===== src/rtl/exc_pkg.sv =====
// Shared constants and types for the exception dispatch unit.
// Assumes a status word in which bit 4 is exception mode and bit 5 is user mode.
package exc_pkg;
    localparam int EXCM_BIT = 4;
    localparam int UM_BIT   = 5;
    localparam int CAUSE_W  = 6;

    typedef enum logic [CAUSE_W-1:0] {
        CAUSE_ILLEGAL    = 6'd0,
        CAUSE_SYSCALL    = 6'd1,
        CAUSE_PRIV       = 6'd8,
        CAUSE_ALIGN      = 6'd9,
        CAUSE_ITLB_MISS  = 6'd16,
        CAUSE_DTLB_MISS  = 6'd24,
        CAUSE_LD_PROHIB  = 6'd28,
        CAUSE_ST_PROHIB  = 6'd29,
        CAUSE_CP0_DIS    = 6'd32
    } exc_cause_e;

    typedef enum logic [2:0] {
        OP_NONE,
        OP_EXC,
        OP_RET_NORM,
        OP_RET_DBL,
        OP_PS_WR
    } exc_op_e;
endpackage


===== src/rtl/exc_route.sv =====
// Combinational decision logic: picks the operation of the cycle, the register
// write enables, the next status word and the redirect target.
// Assumes at most one operation strobe per cycle; a fixed priority resolves any overlap.
module exc_route
    import exc_pkg::*;
#(
    parameter int          W          = 32,
    parameter bit          HAS_DEPC   = 1'b1,
    parameter logic [31:0] KERNEL_VEC = 32'h5fff861c,
    parameter logic [31:0] USER_VEC   = 32'h5fff863c,
    parameter logic [31:0] DOUBLE_VEC = 32'h5fff865c
) (
    input  logic         exc_req,
    input  logic         exc_vaddr_vld,
    input  logic         ret_norm,
    input  logic         ret_dbl,
    input  logic         ps_wr,
    input  logic [W-1:0] ps_wdata,
    input  logic [W-1:0] cur_ps,
    input  logic [W-1:0] cur_epc,
    input  logic [W-1:0] cur_depc,
    output logic         epc_we,
    output logic         depc_we,
    output logic         cause_we,
    output logic         vaddr_we,
    output logic         ps_we,
    output logic [W-1:0] ps_nxt,
    output logic         tgt_vld,
    output logic [W-1:0] tgt_pc
);
    localparam logic [W-1:0] EXCM_MASK = W'(1) << EXCM_BIT;

    exc_op_e op;

    // Select the operation of this cycle by fixed priority.
    always_comb begin
        if (exc_req)       op = OP_EXC;
        else if (ret_norm) op = OP_RET_NORM;
        else if (ret_dbl)  op = OP_RET_DBL;
        else if (ps_wr)    op = OP_PS_WR;
        else               op = OP_NONE;
    end

    // Derive write enables, next status and redirect target from the operation.
    always_comb begin
        epc_we   = 1'b0;
        depc_we  = 1'b0;
        cause_we = 1'b0;
        vaddr_we = 1'b0;
        ps_we    = 1'b0;
        ps_nxt   = cur_ps;
        tgt_vld  = 1'b0;
        tgt_pc   = '0;
        case (op)
            OP_EXC: begin
                if (cur_ps[EXCM_BIT]) begin
                    tgt_pc = W'(DOUBLE_VEC);
                    if (HAS_DEPC) depc_we = 1'b1;
                    else          epc_we  = 1'b1;
                end else begin
                    epc_we = 1'b1;
                    tgt_pc = cur_ps[UM_BIT] ? W'(USER_VEC) : W'(KERNEL_VEC);
                end
                cause_we = 1'b1;
                vaddr_we = exc_vaddr_vld;
                ps_we    = 1'b1;
                ps_nxt   = cur_ps | EXCM_MASK;
                tgt_vld  = 1'b1;
            end
            OP_RET_NORM: begin
                ps_we   = 1'b1;
                ps_nxt  = cur_ps & ~EXCM_MASK;
                tgt_vld = 1'b1;
                tgt_pc  = cur_epc;
            end
            OP_RET_DBL: begin
                tgt_vld = 1'b1;
                tgt_pc  = HAS_DEPC ? cur_depc : cur_epc;
            end
            OP_PS_WR: begin
                ps_we  = 1'b1;
                ps_nxt = ps_wdata;
            end
            default: ;
        endcase
    end
endmodule


===== src/rtl/exc_state_regs.sv =====
// Exception state storage: status, saved PC, double-exception PC, cause, faulting address.
// Assumes the write enables are already decoded; the double-exception PC register
// exists only when HAS_DEPC is set, and reads 0 otherwise.
module exc_state_regs #(
    parameter int          W        = 32,
    parameter int          CW       = 6,
    parameter bit          HAS_DEPC = 1'b1,
    parameter logic [31:0] PS_RST   = 32'h0000001f
) (
    input  logic          clk,
    input  logic          rst_n,
    input  logic          epc_we,
    input  logic          depc_we,
    input  logic          cause_we,
    input  logic          vaddr_we,
    input  logic          ps_we,
    input  logic [W-1:0]  ps_nxt,
    input  logic [W-1:0]  pc_in,
    input  logic [CW-1:0] cause_in,
    input  logic [W-1:0]  vaddr_in,
    output logic [W-1:0]  ps_q,
    output logic [W-1:0]  epc_q,
    output logic [W-1:0]  depc_q,
    output logic [CW-1:0] cause_q,
    output logic [W-1:0]  vaddr_q
);
    // Hold the status word, saved PC, cause and faulting address.
    always_ff @(posedge clk) begin
        if (!rst_n) begin
            ps_q    <= W'(PS_RST);
            epc_q   <= '0;
            cause_q <= '0;
            vaddr_q <= '0;
        end else begin
            if (ps_we)    ps_q    <= ps_nxt;
            if (epc_we)   epc_q   <= pc_in;
            if (cause_we) cause_q <= cause_in;
            if (vaddr_we) vaddr_q <= vaddr_in;
        end
    end

    generate
        if (HAS_DEPC) begin : g_depc
            // Hold the double-exception PC.
            always_ff @(posedge clk) begin
                if (!rst_n)       depc_q <= '0;
                else if (depc_we) depc_q <= pc_in;
            end
        end else begin : g_no_depc
            assign depc_q = '0;
        end
    endgenerate
endmodule


===== src/rtl/exc_redirect.sv =====
// Redirect output stage: registers the target into a one-cycle pulse and
// issues the reset-vector redirect in the first cycle after reset release.
// Assumes no operation arrives in that first cycle; the reset redirect wins.
module exc_redirect #(
    parameter int          W         = 32,
    parameter logic [31:0] RESET_VEC = 32'h5fff8000
) (
    input  logic         clk,
    input  logic         rst_n,
    input  logic         tgt_vld,
    input  logic [W-1:0] tgt_pc,
    output logic         redir_vld,
    output logic [W-1:0] redir_pc
);
    logic boot_q;

    // Register the redirect, with the reset vector first after reset.
    always_ff @(posedge clk) begin
        if (!rst_n) begin
            boot_q    <= 1'b1;
            redir_vld <= 1'b0;
            redir_pc  <= '0;
        end else begin
            boot_q    <= 1'b0;
            redir_vld <= boot_q | tgt_vld;
            redir_pc  <= boot_q ? W'(RESET_VEC) : tgt_pc;
        end
    end
endmodule


===== src/rtl/exc_dispatch.sv =====
// Exception dispatch top: connects the decision logic, the state registers and
// the redirect stage. Assumes one operation strobe per cycle.
module exc_dispatch
    import exc_pkg::*;
#(
    parameter int          W          = 32,
    parameter bit          HAS_DEPC   = 1'b1,
    parameter logic [31:0] RESET_VEC  = 32'h5fff8000,
    parameter logic [31:0] KERNEL_VEC = 32'h5fff861c,
    parameter logic [31:0] USER_VEC   = 32'h5fff863c,
    parameter logic [31:0] DOUBLE_VEC = 32'h5fff865c,
    parameter logic [31:0] PS_RST     = 32'h0000001f
) (
    input  logic               clk,
    input  logic               rst_n,
    input  logic               exc_req,
    input  logic [W-1:0]       exc_pc,
    input  logic [CAUSE_W-1:0] exc_cause,
    input  logic               exc_vaddr_vld,
    input  logic [W-1:0]       exc_vaddr,
    input  logic               ret_norm,
    input  logic               ret_dbl,
    input  logic               ps_wr,
    input  logic [W-1:0]       ps_wdata,
    output logic               redir_vld,
    output logic [W-1:0]       redir_pc,
    output logic [W-1:0]       ps_q,
    output logic [W-1:0]       epc_q,
    output logic [W-1:0]       depc_q,
    output logic [CAUSE_W-1:0] cause_q,
    output logic [W-1:0]       vaddr_q
);
    logic         epc_we, depc_we, cause_we, vaddr_we, ps_we, tgt_vld;
    logic [W-1:0] ps_nxt, tgt_pc;

    exc_route #(
        .W(W), .HAS_DEPC(HAS_DEPC),
        .KERNEL_VEC(KERNEL_VEC), .USER_VEC(USER_VEC), .DOUBLE_VEC(DOUBLE_VEC)
    ) u_route (
        .exc_req(exc_req), .exc_vaddr_vld(exc_vaddr_vld),
        .ret_norm(ret_norm), .ret_dbl(ret_dbl),
        .ps_wr(ps_wr), .ps_wdata(ps_wdata),
        .cur_ps(ps_q), .cur_epc(epc_q), .cur_depc(depc_q),
        .epc_we(epc_we), .depc_we(depc_we), .cause_we(cause_we),
        .vaddr_we(vaddr_we), .ps_we(ps_we), .ps_nxt(ps_nxt),
        .tgt_vld(tgt_vld), .tgt_pc(tgt_pc)
    );

    exc_state_regs #(
        .W(W), .CW(CAUSE_W), .HAS_DEPC(HAS_DEPC), .PS_RST(PS_RST)
    ) u_regs (
        .clk(clk), .rst_n(rst_n),
        .epc_we(epc_we), .depc_we(depc_we), .cause_we(cause_we),
        .vaddr_we(vaddr_we), .ps_we(ps_we), .ps_nxt(ps_nxt),
        .pc_in(exc_pc), .cause_in(exc_cause), .vaddr_in(exc_vaddr),
        .ps_q(ps_q), .epc_q(epc_q), .depc_q(depc_q),
        .cause_q(cause_q), .vaddr_q(vaddr_q)
    );

    exc_redirect #(.W(W), .RESET_VEC(RESET_VEC)) u_redir (
        .clk(clk), .rst_n(rst_n),
        .tgt_vld(tgt_vld), .tgt_pc(tgt_pc),
        .redir_vld(redir_vld), .redir_pc(redir_pc)
    );
endmodule


===== config.mk =====
export PLATFORM = sky130hd
export DESIGN_NAME = exc_dispatch
export DESIGN_NICKNAME = d
export VERILOG_FILES = /design/src/rtl/exc_pkg.sv /design/src/rtl/exc_route.sv /design/src/rtl/exc_state_regs.sv /design/src/rtl/exc_redirect.sv /design/src/rtl/exc_dispatch.sv
export SDC_FILE = /design/constraint.sdc
export NUM_CORES = 1
export LEC_CHECK = 0
export BUFFER_PORTS_ARGS = -buffer_cell sky130_fd_sc_hd__buf_2
export CORE_MARGIN = 2
export CORE_UTILIZATION = 52
export CTS_BUF_LIST = sky130_fd_sc_hd__clkbuf_8
export CTS_CLUSTER_DIAMETER = 40
export CTS_CLUSTER_SIZE = 28
export DETAILED_ROUTE_END_ITERATION = 10
export PLACE_DENSITY = 0.95
export SLEW_MARGIN = 20
export SYNTH_ARGS = -nofsm -noshare
export SYNTH_HDL_FRONTEND = slang
export SYNTH_SLANG_ARGS = --single-unit
export TNS_END_PERCENT = 100

===== constraint.sdc =====
create_clock -name clk -period 2.31 [get_ports clk]
set_clock_uncertainty 0.05 [all_clocks]
set_input_delay 0.462 -clock clk [delete_from_list [all_inputs] [get_ports clk]]
set_output_delay 0.462 -clock clk [all_outputs]
set_load 0.01 [all_outputs]

**Word level (Yosys, flattened, before mapping)**

Cells that the tools add are included.

- Register bits after elaboration: 168
- Bits in latches: 0
- Memory bits (writable): 0
- Bits in read-only memories: 0
- Bits of input ports: 109
- Output and inout bits: 167
- Word-level logic and storage cells: 42
- Memories: 0

- $add $sub $neg: 0
- Multiply operators: 0
- Divide/modulo/power cells: 0
- Order comparisons: 0
- Eq/ne operators: 4
- Shift operators: 0
- Muxes and demuxes: 18
- Bitwise operators: 4
- Reductions and logical operators: 6

Operators with widths:

| kind | count |
|---|---|
| $pmux 32 s3 | 2 |
| $mux 32 | 1 |
| $mux 31 | 1 |
| $mux 3 | 4 |
| $mux 1 | 9 |
| $eq 3x2->1 const B | 2 |
| $mux 6 | 1 |
| $reduce_or 3->1 | 2 |
| $reduce_and 4->1 | 1 |
| $eq 3x1->1 const B | 1 |
| $eq 3x3->1 const B | 1 |
| $not 1->1 | 3 |
| $reduce_bool 3->1 | 1 |
| $reduce_and 2->1 | 1 |
| $reduce_or 2->1 | 1 |
| $or 1x1->1 | 1 |

**Depth between registers and ports, before layout**

- Depth after elaboration: 8
- Depth in mapped cells: 6
- Depth with buffers taken out: 3

**Cells and area by module**

A second synthesis with hierarchy kept.

- Cell total of the unflattened synthesis: 624
- Area, all modules: 7090.6 um^2

By module, submodules not included:

| module | instances | cells each | area an instance (um^2) | sequential area each (um^2) |
|---|---|---|---|---|
| exc_state_regs | 1 | 433 | 5133.7 | 2682.6 |
| exc_redirect | 1 | 74 | 1008.5 | 680.7 |
| exc_route | 1 | 117 | 948.4 | 0.0 |

**Worst setup path before layout**

OpenSTA, ideal clock, no wires.

- Path type: in2reg
- From: input ret_dbl
- To: register u_regs.ps_q[10]
- Setup time: 0.132 ns
- Arrival: 1.464 ns
- Required time: 2.128 ns
- Setup slack: 0.664 ns
- Stages on the path: 6
- Path buffers: 3
- Path through: buf_6 > or4b_1 > buf_2 > buf_6 > nand2_1 > a21oi_1

- Word-level cells in the longest chain between the ends: 7
- Elaborated cells between the ends (all ways): 11
- Those cells by class: 3 x eq/ne; 4 x mux; 2 x bitwise; 2 x reduce/logical

RTL lines:

| element | RTL line | text |
|---|---|---|
| start, declared | exc_dispatch.sv:22 | `input logic ret_dbl,` |
| $mux 3 (*) | exc_route.sv:39 | `else if (ret_dbl) op = OP_RET_DBL;` |
| $mux 3 (*) | exc_route.sv:38 | `else if (ret_norm) op = OP_RET_NORM;` |
| $mux 3 (*) | exc_route.sv:37 | `if (exc_req) op = OP_EXC;` |
| $eq 3x3->1, or another cell as far along | exc_route.sv:54 | `case (op)` |
| $reduce_or 3->1 (no line) | n/a |  |
| $mux 1 | exc_route.sv:54 |  |
| $reduce_and 4->1 (no line) (*) | n/a |  |
| end signal, assigned | exc_state_regs.sv:30 | `ps_q <= W'(PS_RST);` |
| end signal, assigned | exc_state_regs.sv:35 | `if (ps_we) ps_q <= ps_nxt;` |
| end, declared | exc_state_regs.sv:21 | `output logic [W-1:0] ps_q,` |

Mark *: on every way between the ends. The rest lies on a longest branch, timed or not.
A chain may end at the register's enable or synchronous reset.

**Worst setup path after layout**

- From: register u_regs.ps_q[4]
- To: output ps_q[4]

RTL lines:

| element | RTL line | text |
|---|---|---|
| end, declared | exc_dispatch.sv:27 | `output logic [W-1:0] ps_q,` |

No word-level cell between the ends.

==> metrics.yaml <==
status:
  status: "complete, no violations"
layout:
  multiInputGateArea_um2: 2360
  layout.nets: 1099
  stdcell_count: 1146
  final_common_cell: "nand2_1"
  syn2layout_area_growth_pct: 31.6
  regArea_um2: 3360
  drive_gt1_share_pct: 32.5
  finish.utilization_pct: 69.5
  layout_common_cells: "nand2_1 (281), buf_2 (275), dfxtp_1 (168)"
  num-fill-cells: 907
setup_path:
  path_delay_family: "flip-flops"
  worstSetupStartpointType: "register"
  cp-end-kind: "output port"
  critPathMaxFanout: 7
  critical-path-slowest-cell: "dfxtp_1"
  arrival_ns: 1.11
  path_buf_inv: 1
  max_stage_delay_ns: 0.47
  worstSetupPathType: "register to output port"
  path_cells: "buf_2"
  cp.required_ns: 1.80
place:
  port_buffers: 275
  place_congestion: 0.811
  hpwl_mm: 11.9
  post-place-cells: 1114
logic_synthesis:
  ys_seq_elements: 168
  avgSynthCellArea_um2: 8.11
  synth_fa_ha_area_share_pct: 0
  syn-cell-area_um2: 5980
  syn_nets: 847
  synth_compound_area_share_pct: 14.0
  netlist_instances: 738
  synth-simple-area-share_pct: 24.2
  synth_xor_area_share_pct: 0
  muxShareOfSynthArea_pct: 1.00
  synth_edf_count: 0
  yosysWarnings: 0
  synth_area_leaders: "dfxtp_1 (56%), nand2_1 (18%), a21oi_1 (12%)"
  synth_top_family_by_area: "simple AND/OR/NAND/NOR gates"
  synth_top_area_share_pct: 56.2
  ys_seq_area_share_pct: 56.2
  synth_cell_types: 24
  synth_ff_type: "dfxtp_1"
  async_flop_share_pct: 0
  yosysTopAreaCell: "dfxtp_1"
global_routing:
  grt-ovfl-total: 0
  grt_pass1_vias: 5864
  grt_start_max_net_pins: 147
  grt_pass1_wl_mm: 27.8
  grtUsageTotal_pct: 27.8
  antenna_found_initial: 1
clock_tree:
  insertion_delay_ns: 0.45
  cts_root_buffer: "clkbuf_8"
  cts_buffers: 17
  cts_tree: "done"
  clock-sinks: 168
  cts_resized: 0
  cts_buffer_depth: 2
  h-tree-depth: 4
  cts_hold_buf: 0
  cts_setup_buffers: 0
  cts.clk_slew.worst_paths_ns: 0.08
route:
  first_pass_iters: 6
  drc: 0
  ant_nets: 0
  via_count: 6077
  wl_per_cell_um: 15.2
  drtIter0Drc: 500
  wirelength_mm: 17.4
  vias_per_cell: 5.30
sta:
  relSlewSlack_pct: 58.0
  final.min_clock_period_ns: 1.62
  fmax_mhz: 616
  rsz0062_at_grt: "false"
  fin_crit_sh_pct: 70.2
  hold_viol_final: 0
  slew_violations: 0
  worstMarginPinSlew_ns: 0.630
  setup_viol: 0
  fin_tns_setup_ns: 0
power:
  ir_worst_vdd_mv: 0.516
  pwr_density_cell_nw_per_um2: 759
  leakagePower_uw: 0.00358
floorplan:
  core_region_area_um2: 11300
  die_x_um: 111
  dieArea_um2: 12400
  die_h_um: 111
  start_util_pct: 52.8
  rows: 39
  ioPinCount: 276
run:
  maxCapViolations: 0
worst_hold_path:
  min_path_type: "input port to register"
==> path summary, 6_finish.rpt <==
path	from	end	slack [ns]	cells after the start
max	u_regs.ps_q[4]	ps_q[4]	0.69	1
min	ps_wdata[1]	u_regs.ps_q[1]	0.17	3
max reg2reg	u_regs.ps_q[4]	u_regs.depc_q[22]	0.94	4
min reg2reg	u_regs.vaddr_q[20]	u_regs.vaddr_q[20]	0.40	2
==> synthesized netlist by cell type (2+ instances only) <==
cell type,count
nand2_1,281
dfxtp_1,168
a21oi_1,145
clkbuf_1,42
nand3b_1,34
a31oi_1,16
buf_2,11
nor2_1,9
mux2i_1,6
nand3_1,5
buf_6,4
buf_1,3
nor2b_1,2
nor3_1,2
==> worst min-delay path, stage by stage <==
cell	delay, ns
buf_2	0.07
nand2_1	0.04
nand3_1	0.06
==> cell families (layout without fill, tap and decap cells) <==
logic type	after synthesis	in the layout
muxes	6	6
and+or+nand+nor	340	340
AOI/OAI and AO/OA	163	163
buffers and inverters	61	325
other	0	1
DFF	168	168
==> registers in the layout (all words and copies together), names as in the netlist <==
signal / flops
u_redir.redir_pc: 32
u_regs.ps_q: 32
u_regs.epc_q: 32
u_regs.vaddr_q: 32
u_regs.cause_q: 6
u_redir.redir_vld: 1
u_redir.boot_q: 1
u_regs.depc_q: 32
==> layer usage <==
metal	global-route usage [%]	part of all wire [%]
met1	32.0	40
met2	47.6	49
met3	8.09	8.1
met4	13.3	3.0
met5	0	0
==> stage by stage <==
stage          total power, uW  cell area [um^2]  setup slack [ns]  hold slack (ns)
6_report                  5970              7870             0.687            0.165
5_1_grt                   6190              7870             0.623            0.161
4_1_cts                   6010              7870             0.658            0.139
3_5_place_dp              3770              7430             0.490            0.393
3_3_place_gp              3750              7430             0.525            0.389
2_1_floorplan             3460              5980             0.664            0.431
==> layout make-up <==
cell class | instances | area share, %
Timing Repair Buffer | 293 | 19.4
Tap cell | 143 | 2.27
Sequential cell | 168 | 42.7
Clock inverter | 10 | 1.91
Multi-Input combinational cell | 509 | 29.9
Clock buffer | 21 | 3.67
Antenna cell | 1 | 0.0318
Inverter | 1 | 0.0795
==> where the power goes <==
group / internal [uW] / switching (uW) / total (uW)
Combinational: 252 / 376 / 628
Clock: 1270 / 992 / 2270
Sequential: 3010 / 64.4 / 3080
No activity file was read; power rests on OpenSTA's default activity.
